File: config.mk
export PLATFORM = sky130hd
export DESIGN_NAME = tri_wire_regfile
export DESIGN_NICKNAME = d
export VERILOG_FILES = /design/src/rtl/tri_wire_regfile.sv
export SDC_FILE = /design/constraint.sdc
export NUM_CORES = 1
export LEC_CHECK = 0
export BUFFER_PORTS_ARGS = -buffer_cell sky130_fd_sc_hd__buf_2
export CAP_MARGIN = 25
export CORE_ASPECT_RATIO = 1.5
export CORE_UTILIZATION = 56
export CTS_BUF_LIST = sky130_fd_sc_hd__clkbuf_16
export DETAILED_ROUTE_END_ITERATION = 12
export PLACE_DENSITY = 0.81
export SYNTH_ARGS = -nofsm -noshare
export SYNTH_HDL_FRONTEND = slang
export SYNTH_SLANG_ARGS = --single-unit
File: constraint.sdc
create_clock -name clk -period 2.34 [get_ports clk]
set_input_delay 0.117 -clock clk [delete_from_list [all_inputs] [get_ports clk]]
set_output_delay 0.117 -clock clk [all_outputs]
set_load 0.05 [all_outputs]
File: src/rtl/tri_wire_regfile.sv
module tri_wire_regfile #(
  parameter int INSTR_W = 2,
  parameter int ADDR_W  = 3,
  parameter int DATA_W  = 8,
  parameter int SYNC    = 2
) (
  input  logic                                clk,
  input  logic                                rst_n,
  input  logic                                sclk,
  input  logic                                cs_n,
  input  logic                                sd_i,
  output logic                                sd_o,
  output logic                                sd_oe,
  output logic [(1<<ADDR_W)*DATA_W-1:0]       reg_out
);
  localparam int NREG  = 1 << ADDR_W;
  localparam int HDR   = INSTR_W + ADDR_W;
  localparam int FRAME = HDR + 1 + DATA_W;
  localparam int CW    = $clog2(FRAME + 1);
  localparam logic [CW-1:0] HDR_C   = CW'(HDR);
  localparam logic [CW-1:0] HDR_M1  = CW'(HDR - 1);
  localparam logic [CW-1:0] FRAME_C = CW'(FRAME);
  localparam logic [CW-1:0] LAST_C  = CW'(FRAME - 1);
  localparam logic [INSTR_W-1:0] OP_WR = INSTR_W'(1);
  localparam logic [INSTR_W-1:0] OP_RD = INSTR_W'(2);

  logic [SYNC-1:0] sclk_s, cs_s, sd_s;
  logic            sclk_d;
  logic [FRAME-2:0] sh;
  logic [CW-1:0]   cnt;
  logic [INSTR_W-1:0] op_q;
  logic [ADDR_W-1:0]  adr_q;
  logic [DATA_W:0]    rdsh;
  logic [DATA_W-1:0]  regs [NREG];

  always_ff @(posedge clk or negedge rst_n)
    if (!rst_n) begin
      sclk_s <= '1;
      cs_s   <= '1;
      sd_s   <= '0;
      sclk_d <= 1'b1;
    end else begin
      sclk_s <= {sclk_s[SYNC-2:0], sclk};
      cs_s   <= {cs_s[SYNC-2:0], cs_n};
      sd_s   <= {sd_s[SYNC-2:0], sd_i};
      sclk_d <= sclk_s[SYNC-1];
    end

  wire sclk_q = sclk_s[SYNC-1];
  wire cs_q   = cs_s[SYNC-1];
  wire sd_q   = sd_s[SYNC-1];
  wire rise   = sclk_q & ~sclk_d;
  wire fall   = ~sclk_q & sclk_d;
  wire sel    = ~cs_q;

  wire [FRAME-1:0] word = {sh, sd_q};
  wire take     = sel & rise & (cnt < FRAME_C);
  wire hdr_done = take & (cnt == HDR_M1);
  wire last     = take & (cnt == LAST_C);
  wire rd_slot  = sel & fall & (op_q == OP_RD) & (cnt >= HDR_C) & (cnt < FRAME_C);

  always_ff @(posedge clk or negedge rst_n)
    if (!rst_n) begin
      sh    <= '0;
      cnt   <= '0;
      op_q  <= '0;
      adr_q <= '0;
      rdsh  <= '0;
    end else if (!sel) begin
      cnt  <= '0;
      op_q <= '0;
    end else begin
      if (take) begin
        sh  <= word[FRAME-2:0];
        cnt <= cnt + 1'b1;
      end
      if (hdr_done) begin
        op_q  <= word[HDR-1:ADDR_W];
        adr_q <= word[ADDR_W-1:0];
        rdsh  <= {1'b0, regs[word[ADDR_W-1:0]]};
      end else if (rd_slot) begin
        rdsh <= {rdsh[DATA_W-1:0], 1'b0};
      end
    end

  always_ff @(posedge clk or negedge rst_n)
    if (!rst_n) begin
      sd_o  <= 1'b0;
      sd_oe <= 1'b0;
    end else if (!sel) begin
      sd_oe <= 1'b0;
    end else if (rd_slot) begin
      sd_o  <= rdsh[DATA_W];
      sd_oe <= 1'b1;
    end

  always_ff @(posedge clk or negedge rst_n)
    if (!rst_n) begin
      for (int i = 0; i < NREG; i++) regs[i] <= '0;
    end else if (last && op_q == OP_WR) begin
      regs[adr_q] <= word[DATA_W-1:0];
    end

  for (genvar g = 0; g < NREG; g++) begin : g_out
    assign reg_out[g*DATA_W +: DATA_W] = regs[g];
  end


  oe_release_chk: assert property (@(posedge clk) disable iff (!rst_n)
    (cs_q && $past(cs_q)) |-> !sd_oe);

  ignored_code_chk: assert property (@(posedge clk) disable iff (!rst_n)
    (last && op_q != OP_WR) |=> $stable(reg_out));

  idle_hold_chk: assert property (@(posedge clk) disable iff (!rst_n)
    cs_q |=> $stable(reg_out));

  oe_read_only_chk: assert property (@(posedge clk) disable iff (!rst_n)
    sd_oe |-> (op_q == OP_RD));

  read_shape_chk: assert property (@(posedge clk) disable iff (!rst_n)
    $rose(sd_oe) |-> (cnt == HDR_C && !sd_o));

  cnt_cap_chk: assert property (@(posedge clk) disable iff (!rst_n)
    cnt <= FRAME_C);
endmodule

==> results by group <==
Status
  • Status: finished, final reports clean

Finish
  • Area Overhead vs Synth: 20.78%
  • Layout cells sized above 1: 53.54%
  • Net count reported at finish: between 300 and 400
  • Final instance count without filler cells: 483
  • Design Area, Final: 5301 um^2
  • Antenna Cells: 0
  • Finished Core Util: 69.64%

Floorplanning
  • Die height: roughly 110 um
  • Die W: 74.29 um
  • Starting density of the core: 57.66%
  • Die area: 8203 um^2
  • # rows: 39
  • Io pins: 71
  • Core area: 7612 um^2

Critical path
  • Crit path buf inv count: 2
  • Slowest CP cell: dfrtp_1
  • CP required: 2.56 ns
  • Critical path fanouts, max: 5
  • Crit Path Category: reg2reg
  • Critical path, cell by cell: inv_1 > ha_1 > nand4b_1 > and4b_1 > nor2b_1 > buf_4 > mux2_2
  • Worst path arrival time: 2.41 ns
  • Worst setup EP type: flip-flop
  • CP delay by family, top: simple AND/OR/NAND/NOR gates
  • CP max stage delay: 0.43 ns
  • Worst setup SP type: flip-flop

Synthesis
  • Synth Area per Inst: 14.88 um^2
  • Area of the mapped netlist: about 4400 um^2
  • Synth area leaders: dfrtp_1 (53%), mux2_2 (19%), mux4_2 (8.2%)
  • Cells after synthesis: 295
  • Post-synth top area cell: dfrtp_1
  • Syn. warnings: 0
  • Yosys top cell area share: 53.02%
  • Sequential fraction of the synthesis area: 56.01%
  • Syn nets: 303
  • Synth unique cells: 35
  • Count of state elements after synthesis: 98

Placement
  • Port Buffers: 70
  • Area after DPL: 4935 um^2
  • RePlAce Congestion: 0.8085
  • DP Worst Slack: ~0.10 ns
  • Placed cell count: around 460
  • Hpwl dp: 6297 um

CTS
  • # H-tree levels: 3
  • Clk buf depth: 2
  • Clock Latency Late Sink: about 0.34 ns
  • Worst-path clk slew: 0.07 ns
  • # clock sinks: 98
  • CTS tree: done
  • Root buffer cell: clkbuf_16
  • TritonCTS buffer count: 9

GRT
  • GRT Max-Usage Layer: met2
  • Total gr overflow: 0
  • Initial antenna violation count: 0
  • First-pass GRT wire length: 15170 um
  • Routing usage on met3: between 4 and 5%
  • Global Route Usage Sum: 25.46%
  • GR Util met1: 34.34%
  • Vias in the first global route: 2853
  • Maximum number of pins on one net before global-route repair: 99
  • Global Route met2 Usage: 41.03%

Timing
  • Final period utilization: 93.81%
  • Final count of hold timing violations: 0
  • Fmax achieved: 0.4555 GHz
  • Max_slew headroom: slightly above 60%
  • Final setup margin: 0.1448 ns
  • Clock Skews: approximately 0.0076 ns
  • Fin Hold WS: ~0.36 ns
  • Final min period: 2.195 ns
  • RSZ-0062 raised after global routing: false
  • Post-Route Setup TNS: 0 ns
  • # setup viols final: 0
  • Worst-Margin Slew: 0.5670 ns
  • Max Slew Vio Count: 0

Detailed routing
  • Drt pass-1 iters: 4
  • # DRC: 0
  • Via count: 2744
  • Iteration-0 DRC Markers: 221
  • Vias per inst: 5.681
  • WL/cell: approximately 20 um
  • Antenna-violating nets left: 0
  • Wirelength, routed: 9545 um

Power and ir drop
  • Pwr dens: a little under 700 nW/um^2
  • Total Power: 3.657 mW
  • Maximum vdd drop: 563.2 uV
  • Leak: 2.840 nW

Run
  • Maxcap violations: 0

Worst hold path
  • Hold Path Class: reg2reg
[sequential cells by signal, indices dropped and copies added, names as in the netlist]
| name | count |
|---|---|
| op_q | 2 |
| sd_oe | 1 |
| sh | 7 |
| rdsh | 9 |
| reg_out | 64 |
| sd_s | 2 |
| sclk_s | 2 |
| cs_s | 2 |
| sd_o | 1 |
| sclk_d | 1 |
| adr_q | 3 |
| cnt | 4 |
[power breakdown]
group / total, mW / internal (mW) / switching (mW)
sequential: 1.86 / 1.75 / 0.116
combinational: 0.266 / 0.118 / 0.148
clock: 1.53 / 0.925 / 0.604
total: 3.66 / 2.79 / 0.869
[metal layers]
| layer | vias to the layer above | share of wire, % |
|---|---|---|
| met1 | 1436 | 42 |
| met5 | - | 0 |
| met2 | 66 | 53 |
| li1 | 1229 | - |
| met3 | 13 | 3.1 |
| met4 | 0 | 2.3 |
[final cells by class]
cell class              instances  area [um^2]
flip-flops and latches         98         2459
well taps                     102        127.6
fillers                       551         2311
multi-input cells             168         1812
repair buffers                 92        565.5
clock inverters                 7        86.33
inverters                       7        26.28
clock buffers                   9        225.2
[path summary, 6_finish.rpt]
kind                       slack [ns]           to  depth (start not counted)     from
setup / recovery                 0.14  reg_out[54]                          7   cnt[1]
max in group asynchronous        1.57    sclk_s[0]                          3    rst_n
hold reg to reg                  0.36      cs_s[1]                          0  cs_s[0]
hold / removal                   0.36      cs_s[1]                          0  cs_s[0]
min in group asynchronous        0.37  reg_out[50]                          3    rst_n
setup reg to reg                 0.14  reg_out[54]                          7   cnt[1]
[cell families after synthesis]
| group | synth area share, % |
|---|---|
| adders and majority gates | 0.8553 |
| xor gates and xnor gates | 0.1996 |
| DFF | 56.01 |
| buffers and inverters | 2.708 |
| AOI/OAI and AO/OA | 4.077 |
| muxes | 29.48 |
| and+or+nand+nor | 6.671 |
[Yosys cell counts]
master and count:
nand4bb_1 1, o211a_1 7, nand3b_1 3, nand4b_1 1, nand2b_1 3, buf_2 5
or4_1 1, buf_4 1, clkbuf_1 8, dfstp_2 5, o22ai_1 2, o21ai_0 4
mux4_2 16, ha_1 3, nand2_1 8, nor2_8 1, nor2_1 12, nor2b_1 1
nor2_2 1, and4b_1 1, dfrtp_1 93, xor2_1 1, nand3b_2 2, and4bb_1 1
mux2i_1 10, o21ai_2 1, nor3b_4 2, mux2_2 74, a211o_1 7, a31oi_1 1
buf_1 8, nor3_4 1, nor3b_1 1, inv_1 7, nand3_1 2
[cells in the final DEF, fill, tap and decap left out, drive strengths merged, types with 2 or more instances in the layout]
cell	n
o21ai	5
nand2	8
ha	3
buf	88
nand3	2
inv	9
o22ai	2
nor2	14
mux4	16
dfrtp	93
mux2	74
dlygate4sd3	4
nor3b	3
clkbuf	9
o211a	7
bufinv	2
mux2i	10
clkinvlp	2
dfstp	5
a211o	7
nand3b	5
nand2b	3
[worst reg2reg max path: stages (launching register included)]
cell      delay (ns)
dfrtp_1         0.43
inv_1           0.12
ha_1            0.18
nand4b_1        0.14
and4b_1         0.39
nor2b_1         0.28
buf_4           0.20
mux2_2          0.34
[what timing repair did]
action,in CTS,in global routing
endpoints found under the hold margin,96,0
resized for setup,0,0
buffers inserted,0,2
hold buffers,4,0
endpoints found under the setup margin,0,8
Power figures use the tool's default switching activity.
